File: config.mk
export PLATFORM = sky130hd
export DESIGN_NAME = loop_arbiter
export DESIGN_NICKNAME = d
export VERILOG_FILES = /design/src/rtl/loop_arb_pkg.sv /design/src/rtl/loop_arb_valley_run.sv /design/src/rtl/loop_arb_burst_run.sv /design/src/rtl/loop_arbiter.sv
export SDC_FILE = /design/constraint.sdc
export NUM_CORES = 1
export LEC_CHECK = 0
export ABC_AREA = 1
export BUFFER_PORTS_ARGS = -buffer_cell sky130_fd_sc_hd__buf_2
export CORE_MARGIN = 10
export CORE_UTILIZATION = 54
export DETAILED_ROUTE_END_ITERATION = 10
export PLACE_DENSITY = 0.78
export SYNTH_ARGS = -nofsm -noshare
export SYNTH_HDL_FRONTEND = slang
export SYNTH_SLANG_ARGS = --single-unit
File: constraint.sdc
create_clock -name clk -period 1.2 [get_ports clk]
set_input_delay 0.12 -clock clk [delete_from_list [all_inputs] [get_ports clk]]
set_output_delay 0.12 -clock clk [all_outputs]
set_load 0.02 [all_outputs]
File: src/rtl/loop_arb_pkg.sv
package loop_arb_pkg;
  typedef enum logic {
    LOOP_HYS = 1'b0,
    LOOP_PWM = 1'b1
  } loop_e;
endpackage

File: src/rtl/loop_arb_valley_run.sv
// Counts consecutive clocks without a zero-current flag while enabled.
module loop_arb_valley_run #(
  parameter int UP_COUNT = 32
) (
  input  logic clk,
  input  logic rst_n,
  input  logic en,
  input  logic zc_flag,
  output logic run_done
);
  localparam int CW = $clog2(UP_COUNT + 1);
  localparam logic [CW-1:0] LIMIT = CW'(UP_COUNT);

  logic [CW-1:0] run_q;

  always_ff @(posedge clk or negedge rst_n) begin
    if (!rst_n) begin
      run_q <= '0;
    end else if (!en || zc_flag) begin
      run_q <= '0;
    end else if (run_q != LIMIT) begin
      run_q <= run_q + 1'b1;
    end
  end

  assign run_done = (run_q == LIMIT);

  // a zero-current event restarts the run
  p_zc_restarts_r4: assert property (@(posedge clk) disable iff (!rst_n)
    (en && zc_flag) |=> (run_q == '0));
  // the run saturates and never overshoots its limit
  p_run_bounded_r3: assert property (@(posedge clk) disable iff (!rst_n)
    run_q <= LIMIT);
endmodule

File: src/rtl/loop_arb_burst_run.sv
// Counts consecutive switching cycles that contain a comparator-high event.
module loop_arb_burst_run #(
  parameter int BURST_COUNT = 8
) (
  input  logic clk,
  input  logic rst_n,
  input  logic en,
  input  logic hys_cmp,
  input  logic cyc_strobe,
  output logic burst_hit
);
  localparam int CW = $clog2(BURST_COUNT + 1);
  localparam logic [CW-1:0] LAST = CW'(BURST_COUNT - 1);

  logic [CW-1:0] run_q;
  logic          seen_q;
  logic          cyc_burst;

  assign cyc_burst = seen_q | hys_cmp;
  assign burst_hit = en && cyc_strobe && cyc_burst && (run_q == LAST);

  always_ff @(posedge clk or negedge rst_n) begin
    if (!rst_n) begin
      run_q  <= '0;
      seen_q <= 1'b0;
    end else if (!en) begin
      run_q  <= '0;
      seen_q <= 1'b0;
    end else if (cyc_strobe) begin
      seen_q <= 1'b0;
      if (!cyc_burst || burst_hit) run_q <= '0;
      else                         run_q <= run_q + 1'b1;
    end else begin
      seen_q <= cyc_burst;
    end
  end

  // a quiet switching cycle restarts the burst run
  p_quiet_restarts_r6: assert property (@(posedge clk) disable iff (!rst_n)
    (en && cyc_strobe && !hys_cmp && !seen_q) |=> (run_q == '0));
  // the run never exceeds the last count before a hand-over
  p_burst_bounded_r5: assert property (@(posedge clk) disable iff (!rst_n)
    run_q <= LAST);
endmodule

File: src/rtl/loop_arbiter.sv
module loop_arbiter #(
  parameter int UP_COUNT    = 32,
  parameter int BURST_COUNT = 8
) (
  input  logic clk,
  input  logic rst_n,
  input  logic hys_cmp,
  input  logic zc_flag,
  input  logic cyc_strobe,
  output logic pwm_sel,
  output logic skip_en,
  output logic ref_adj
);
  import loop_arb_pkg::*;

  loop_e mode_q;
  logic  run_done;
  logic  burst_hit;
  logic  go_pwm;
  logic  go_hys;
  logic  skip_q;
  logic  ref_q;

  loop_arb_valley_run #(.UP_COUNT(UP_COUNT)) u_valley (
    .clk      (clk),
    .rst_n    (rst_n),
    .en       (mode_q == LOOP_HYS),
    .zc_flag  (zc_flag),
    .run_done (run_done)
  );

  loop_arb_burst_run #(.BURST_COUNT(BURST_COUNT)) u_burst (
    .clk        (clk),
    .rst_n      (rst_n),
    .en         (mode_q == LOOP_PWM),
    .hys_cmp    (hys_cmp),
    .cyc_strobe (cyc_strobe),
    .burst_hit  (burst_hit)
  );

  assign go_pwm = (mode_q == LOOP_HYS) && cyc_strobe && !zc_flag && run_done;
  assign go_hys = (mode_q == LOOP_PWM) && burst_hit;

  always_ff @(posedge clk or negedge rst_n) begin
    if (!rst_n) begin
      mode_q <= LOOP_HYS;
      skip_q <= 1'b0;
      ref_q  <= 1'b0;
    end else begin
      skip_q <= hys_cmp;
      ref_q  <= go_pwm | go_hys;
      if (go_pwm)      mode_q <= LOOP_PWM;
      else if (go_hys) mode_q <= LOOP_HYS;
    end
  end

  assign pwm_sel = (mode_q == LOOP_PWM);
  assign skip_en = skip_q;
  assign ref_adj = ref_q;

  // loop select moves only at a switching-cycle boundary
  p_change_on_strobe_r7: assert property (@(posedge clk) disable iff (!rst_n)
    (pwm_sel != $past(pwm_sel)) |-> $past(cyc_strobe));
  // reference request pulses exactly when the loop changed
  p_ref_with_change_r8: assert property (@(posedge clk) disable iff (!rst_n)
    ref_adj == (pwm_sel != $past(pwm_sel)));
  // skip request follows the comparator by one clock
  p_skip_follows_r2: assert property (@(posedge clk) disable iff (!rst_n)
    1'b1 |=> (skip_en == $past(hys_cmp)));
  // entry to PWM only from a completed zero-free run
  p_pwm_entry_r3: assert property (@(posedge clk) disable iff (!rst_n)
    $rose(pwm_sel) |-> $past(run_done && !zc_flag));
endmodule

==> results of run 1 <==
==> registers in the layout, summed over array words and instances (netlist names) <==
register / count
u_burst.run_q: 4
u_valley.run_q: 6
u_burst.seen_q: 1
pwm_sel: 1
ref_adj: 1
skip_en: 1
==> cells in the mapped netlist <==
library cell and count:
sky130_fd_sc_hd__o21ai_1 2, sky130_fd_sc_hd__nand4_1 2, sky130_fd_sc_hd__inv_1 9, sky130_fd_sc_hd__ha_1 3, sky130_fd_sc_hd__dfrtp_1 14, sky130_fd_sc_hd__nand2_2 3
sky130_fd_sc_hd__nor2_1 5, sky130_fd_sc_hd__clkinv_2 1, sky130_fd_sc_hd__buf_6 1, sky130_fd_sc_hd__o21ai_0 1, sky130_fd_sc_hd__a21oi_1 3, sky130_fd_sc_hd__nand2_1 19
sky130_fd_sc_hd__nor2_4 1, sky130_fd_sc_hd__nand3_1 13, sky130_fd_sc_hd__nor2_2 3, sky130_fd_sc_hd__nor3_1 1, sky130_fd_sc_hd__xnor2_1 2, sky130_fd_sc_hd__xor2_1 1
==> how the worst max path moves through the flow <==
stage,from,to
floorplan,pwm_sel,u_burst.run_q[0]
global placement,u_burst.run_q[0],u_burst.run_q[3]
detailed placement,u_valley.run_q[0],u_valley.run_q[0]
CTS,u_valley.run_q[0],u_valley.run_q[0]
global route,u_valley.run_q[0],u_valley.run_q[2]
finish,u_valley.run_q[0],u_valley.run_q[0]
==> report_power, final <==
part	leakage (nW)	total, mW	internal, mW	switching, mW
clock network	0.0138	0.242	0.116	0.126
logic	0.212	0.0829	0.0375	0.0454
registers	0.188	0.493	0.482	0.0114
total	0.414	0.818	0.635	0.183
==> final cells by class <==
cell class	count	area [µm²]	area share (%)
tap	15	18.77	2.206
inverter	10	38.79	4.559
timing repair buffer	12	77.57	9.118
multi-input combinational	59	340.3	40.00
clock buffer	3	22.52	2.647
sequential	14	352.8	41.47
==> stage by stage <==
step	utilization (%)	setup TNS, ps	area (µm²)	cells	power, mW
2_1_floorplan	-	0	715.7	84	0.5369
3_3_place_gp	59.76	0	758.2	105	0.5629
3_5_place_dp	59.76	0	758.2	105	0.5660
4_1_cts	63.12	0	800.8	110	0.8061
5_1_grt	67.06	-27.75	850.8	113	0.8649
6_report	67.06	0	850.8	113	0.8180
==> worst max-delay path, stage by stage, from the launching register on <==
cell and delay [ps]:
sky130_fd_sc_hd__dfrtp_2 450, sky130_fd_sc_hd__inv_2 100, sky130_fd_sc_hd__ha_4 130, sky130_fd_sc_hd__nand4_1 150
sky130_fd_sc_hd__nand3_1 120, sky130_fd_sc_hd__nand2_1 70
==> routing by layer <==
layer | wire, µm | global-route usage, %
met5 | 0 | 0
met3 | 23 | 2.022
met4 | 12 | 2.062
met2 | 714 | 16.01
met1 | 562 | 9.475
==> what timing repair did <==
item / in CTS / in global routing
buffers inserted: 0 / 3
hold endpoints to repair: 15 / 0
setup endpoints to repair: 0 / 9
gates resized for setup: 0 / 9
hold buffers: 2 / 0
==> cells by family after synthesis <==
group | after synthesis | share of synthesized area (%)
compound gates | 6 | 4.195
xor+xnor | 3 | 3.672
fa+ha+maj | 3 | 5.245
buf+inv | 11 | 6.992
flops | 14 | 48.95
simple gates | 47 | 30.94
==> out/summary.json, run 1 <==
{
  "worst_r2r_src": {"value": "u_valley.run_q[0]"},
  "reg2reg_slack": {"value": 70, "unit": "ps"},
  "detail-route-antenna-nets": {"value": 0},
  "die_height": {"value": 56.41, "unit": "µm"},
  "synthCells": {"value": 84},
  "synth_top_cells_by_area": {"value": "sky130_fd_sc_hd__dfrtp_1, sky130_fd_sc_hd__nand2_1, sky130_fd_sc_hd__nand3_1"},
  "path_clk_slew": {"value": 80, "unit": "ps"},
  "report.final.setup_viol": {"value": 0},
  "layout.cells.most_common_list": {"value": "sky130_fd_sc_hd__nand2_1, sky130_fd_sc_hd__nand3_1, sky130_fd_sc_hd__dfrtp_1"},
  "cts-htree-levels": {"value": 1},
  "rows": {"value": 13},
  "number_of_drc_violations_after_detailed_routing_iteration_0": {"value": 7},
  "rsz_0062_raised_after_global_routing": {"value": "true"},
  "fillers": {"value": 107},
  "hpwlAfterDp": {"value": 1026, "unit": "µm"},
  "cts-root-to-sink-buffers": {"value": 2},
  "synth_warnings": {"value": 0},
  "grt_pass1_wl": {"value": 2346, "unit": "µm"},
  "min-delay-start": {"value": "zc_flag"},
  "pin_count": {"value": 8},
  "route.detailed.vias_per_inst": {"value": 4.991},
  "gp_routability_congestion": {"value": 0.8353},
  "route.vias.total": {"value": 564},
  "core_outline_area": {"value": 1269, "unit": "µm²"},
  "critPathArrivalTime": {"value": 1280, "unit": "ps"},
  "max-cap-violations": {"value": 0},
  "endpoint_kind": {"value": "flip-flop"},
  "post_synth_instance_area": {"value": 715.7, "unit": "µm²"},
  "finalClockSkew": {"value": 5.751, "unit": "ps"},
  "drive_gt1_share": {"value": 27.55, "unit": "%"},
  "post_synth.cell_area_avg": {"value": 8.520, "unit": "µm²"},
  "min_path_type": {"value": "in2reg"},
  "worst-path-max-fanout": {"value": 6},
  "grt_pass1_vias": {"value": 557},
  "reg2reg_depth": {"value": 5},
  "clock_latency": {"value": 260, "unit": "ps"},
  "drt_pass1_iterations": {"value": 3},
  "critical_path.reg2reg.endpoint": {"value": "u_valley.run_q[0]"},
  "power_density": {"value": 961.4, "unit": "nW/µm²"},
  "die-width": {"value": 56.41, "unit": "µm"},
  "final_common_cell": {"value": "sky130_fd_sc_hd__nand2_1"},
  "root_buffer": {"value": "sky130_fd_sc_hd__clkbuf_4"},
  "worstSetupStartpointType": {"value": "flip-flop"},
  "yosys.area.top_type_share": {"value": 48.95, "unit": "%"},
  "track_usage": {"value": 8.621, "unit": "%"},
  "antenna_cells": {"value": 0},
  "final_count_of_pins_violating_max_slew": {"value": 0},
  "cts_buffer_count": {"value": 3},
  "grt_start_max_net_pins": {"value": 15},
  "number_of_sinks_handled_by_clock_tree_synthesis": {"value": 14},
  "die_area": {"value": 3182, "unit": "µm²"},
  "timing.fmax": {"value": 882.6, "unit": "MHz"},
  "synthToLayoutAreaGrowth": {"value": 18.88, "unit": "%"},
  "grt_overflow_total": {"value": 0},
  "buffers_added_on_ports": {"value": 7},
  "timing.critical_path.required": {"value": 1340, "unit": "ps"},
  "drt-total-wl": {"value": 1312, "unit": "µm"},
  "crit_type": {"value": "reg2reg"},
  "detail_route.drc_violations": {"value": 0},
  "initial_utilization": {"value": 56.41, "unit": "%"},
  "hold-worst-slack": {"value": 149.9, "unit": "ps"},
  "detail_route.wl_per_cell": {"value": 11.61, "unit": "µm"},
  "finalNetCount": {"value": 108},
  "run_status": {"value": "completed"},
  "postSynthRegisterBits": {"value": 14},
  "timing.final.hold_violations": {"value": 0},
  "timing.final.crit_share": {"value": 94.42, "unit": "%"},
  "worst_max_slew_pin_slew": {"value": 297.8, "unit": "ps"},
  "total_leakage_power": {"value": 0.4135, "unit": "nW"},
  "synth.distinct_cells": {"value": 18},
  "final.min_clock_period": {"value": 1133, "unit": "ps"},
  "cts_tree": {"value": "built"},
  "holdPathEnd": {"value": "u_valley.run_q[5]"},
  "yosysTopAreaCell": {"value": "sky130_fd_sc_hd__dfrtp_1"},
  "relSlewSlack": {"value": 80.15, "unit": "%"},
  "antenna_found_initial": {"value": 0},
  "whs_path_depth": {"value": 4},
  "final.setup.worst_slack": {"value": 66.98, "unit": "ps"},
  "postSynthNetCount": {"value": 92},
  "place_worst_setup_slack": {"value": 28.39, "unit": "ps"},
  "vdd_ir_drop_max": {"value": 0.0006507, "unit": "V"},
  "seq_area_frac_synth": {"value": 48.95, "unit": "%"}
}
(Power assumes the default switching activity.)
==> run 2: changes to the inputs <==
- PLACE_DENSITY: 0.78 -> not set
- PLACE_DENSITY_LB_ADDON: not set -> 0.15
==> run 2 against run 1 <==
  * Die area unchanged
  * Sequential cell count unchanged
  * Worst setup slack improved by 24 ps
  * First-iteration DRC count increased by 14%
  * Combinational power about the same
  * Routed wire length about the same
  * Utilization increased by 1.6 points
  * Count of clock-buffer cells in the layout increased by 1
==> out/summary.json, run 2 (synthesized netlist as in run 1, its figures left out) <==
{
  "run_status": {"value": "completed"},
  "path_clk_slew": {"value": 80, "unit": "ps"},
  "max-cap-violations": {"value": 0},
  "buffers_added_on_ports": {"value": 7},
  "number_of_sinks_handled_by_clock_tree_synthesis": {"value": 14},
  "drive_gt1_share": {"value": 27.45, "unit": "%"},
  "report.final.setup_viol": {"value": 0},
  "layout.cells.most_common_list": {"value": "sky130_fd_sc_hd__nand2_1, sky130_fd_sc_hd__nand3_1, sky130_fd_sc_hd__dfrtp_1"},
  "worst_max_slew_pin_slew": {"value": 303.7, "unit": "ps"},
  "grt_start_max_net_pins": {"value": 15},
  "worst_r2r_src": {"value": "u_burst.run_q[1]"},
  "power_switching": {"value": 208.0, "unit": "µW"},
  "worstSetupStartpointType": {"value": "flip-flop"},
  "final_count_of_pins_violating_max_slew": {"value": 0},
  "cts-root-to-sink-buffers": {"value": 2},
  "synthToLayoutAreaGrowth": {"value": 21.68, "unit": "%"},
  "place_worst_setup_slack": {"value": 66.65, "unit": "ps"},
  "route.vias.total": {"value": 584},
  "rows": {"value": 13},
  "antenna_cells": {"value": 0},
  "min-delay-start": {"value": "zc_flag"},
  "final.min_clock_period": {"value": 1109, "unit": "ps"},
  "die-width": {"value": 56.41, "unit": "µm"},
  "crit_type": {"value": "reg2reg"},
  "route.detailed.vias_per_inst": {"value": 4.991},
  "registers.top_by_ff_count": {"value": "u_valley.run_q"},
  "comb_power_share": {"value": 9.1, "unit": "%"},
  "min_path_type": {"value": "in2reg"},
  "largest_register_ffs": {"value": 6},
  "drt_pass1_iterations": {"value": 4},
  "number_of_drc_violations_after_detailed_routing_iteration_0": {"value": 8},
  "detail_route.drc_violations": {"value": 0},
  "gp_routability_congestion": {"value": 0.7619},
  "timing.critical_path.required": {"value": 1390, "unit": "ps"},
  "critPathArrivalTime": {"value": 1290, "unit": "ps"},
  "cts_tree": {"value": "built"},
  "seq_power_share": {"value": 53.9, "unit": "%"},
  "timing.final.crit_share": {"value": 92.38, "unit": "%"},
  "detail_route.wl_per_cell": {"value": 11.21, "unit": "µm"},
  "grt_overflow_total": {"value": 0},
  "track_usage": {"value": 8.897, "unit": "%"},
  "root_buffer": {"value": "sky130_fd_sc_hd__clkbuf_4"},
  "vdd_ir_drop_max": {"value": 0.0007569, "unit": "V"},
  "core_outline_area": {"value": 1269, "unit": "µm²"},
  "final.setup.worst_slack": {"value": 91.41, "unit": "ps"},
  "endpoint_kind": {"value": "flip-flop"},
  "clockPowerShare": {"value": 37.0, "unit": "%"},
  "initial_utilization": {"value": 56.41, "unit": "%"},
  "final_common_cell": {"value": "sky130_fd_sc_hd__nand2_1"},
  "cts_buffer_count": {"value": 3},
  "total_leakage_power": {"value": 0.4444, "unit": "nW"},
  "hpwlAfterDp": {"value": 971.5, "unit": "µm"},
  "power_density": {"value": 1048, "unit": "nW/µm²"},
  "antenna_found_initial": {"value": 0},
  "grt_pass1_wl": {"value": 2339, "unit": "µm"},
  "multi_input_comb_area": {"value": 325.3, "unit": "µm²"},
  "reg_top3": {"value": "u_valley.run_q: 6 flops, u_burst.run_q: 4 flops"},
  "totalPowerFinal": {"value": 912.5, "unit": "µW"},
  "seq_area": {"value": 351.6, "unit": "µm²"},
  "clock_latency": {"value": 290, "unit": "ps"},
  "fillers": {"value": 99},
  "power_switching_share": {"value": 22.80, "unit": "%"},
  "timing.final.hold_violations": {"value": 0},
  "cts-htree-levels": {"value": 1},
  "hold-worst-slack": {"value": 126.7, "unit": "ps"},
  "timing.fmax": {"value": 902.0, "unit": "MHz"},
  "pin_count": {"value": 8},
  "worst-path-max-fanout": {"value": 3},
  "place_area": {"value": 773.2, "unit": "µm²"},
  "finalNetCount": {"value": 111},
  "numPlacedInstances": {"value": 107},
  "drt-total-wl": {"value": 1311, "unit": "µm"},
  "internal-power": {"value": 704.4, "unit": "µW"},
  "critPathLaunch": {"value": "u_burst.run_q[1]"},
  "relSlewSlack": {"value": 79.75, "unit": "%"},
  "finalNonFillerCells": {"value": 117},
  "final_area": {"value": 870.8, "unit": "µm²"},
  "finalClockSkew": {"value": 7.181, "unit": "ps"},
  "die_height": {"value": 56.41, "unit": "µm"},
  "grt_pass1_vias": {"value": 568},
  "detail-route-antenna-nets": {"value": 0},
  "die_area": {"value": 3182, "unit": "µm²"}
}
-- run 2: cell count changes in the layout (fill, tap and decap cells not counted), sizes merged --
cell,before,now
clkbuf,3,4
buf,10,13
-- run 2: final cells by class --
class | count | area share (%)
Clock buffer | 4 | 4.167
Inverter | 10 | 4.454
Multi-Input combinational cell | 59 | 37.36
Sequential cell | 14 | 40.37
Tap cell | 15 | 2.155
Timing Repair Buffer | 15 | 11.49
-- run 2: final timing paths --
path,to,slack (ps),cells past startpoint
max in group asynchronous,u_valley.run_q[0],710,2
hold reg to reg,u_burst.seen_q,530,2
setup / recovery,pwm_sel,90,6
min in group asynchronous,u_burst.run_q[3],240,2
hold / removal,u_valley.run_q[5],130,4
setup reg to reg,pwm_sel,90,6
-- run 2: repair_timing --
item                       4_1_cts  5_1_grt
hold buffers                     2        0
hold endpoints to repair        15        0
setup endpoints to repair        0        6
gates resized for setup          0        4
buffers inserted                 0        4
-- run 2: through the flow --
step | setup TNS [ps] | util, %
3_3_place_gp | 0 | 60.95
2_1_floorplan | 0 | -
5_1_grt | -9.247 | 68.64
4_1_cts | 0 | 65.38
6_report | 0 | 68.64
3_5_place_dp | 0 | 60.95
-- run 2: critical path, cell delays in order (launching register included) --
cell	delay, ps
sky130_fd_sc_hd__dfrtp_1	380
sky130_fd_sc_hd__ha_2	200
sky130_fd_sc_hd__nand2_1	60
sky130_fd_sc_hd__nor2_2	130
sky130_fd_sc_hd__nand3_1	130
sky130_fd_sc_hd__nand2_1	80
sky130_fd_sc_hd__nand2_1	50
-- run 2: power groups by stage --
stage	clock network, mW	registers (mW)	logic, mW
finish	0.337	0.492	0.0830
global route	0.367	0.494	0.0948
CTS	0.345	0.494	0.0674
detailed placement	0	0.503	0.0622
global placement	0	0.502	0.0607
floorplan	0	0.502	0.0346
-- run 2: per-layer routing --
layer	routed length, µm	vias up	global-route usage, %
met1	565	266	9.359
met4	43	0	6.186
met2	664	5	14.58
li1	-	308	-
met5	0	-	0
met3	37	5	2.921
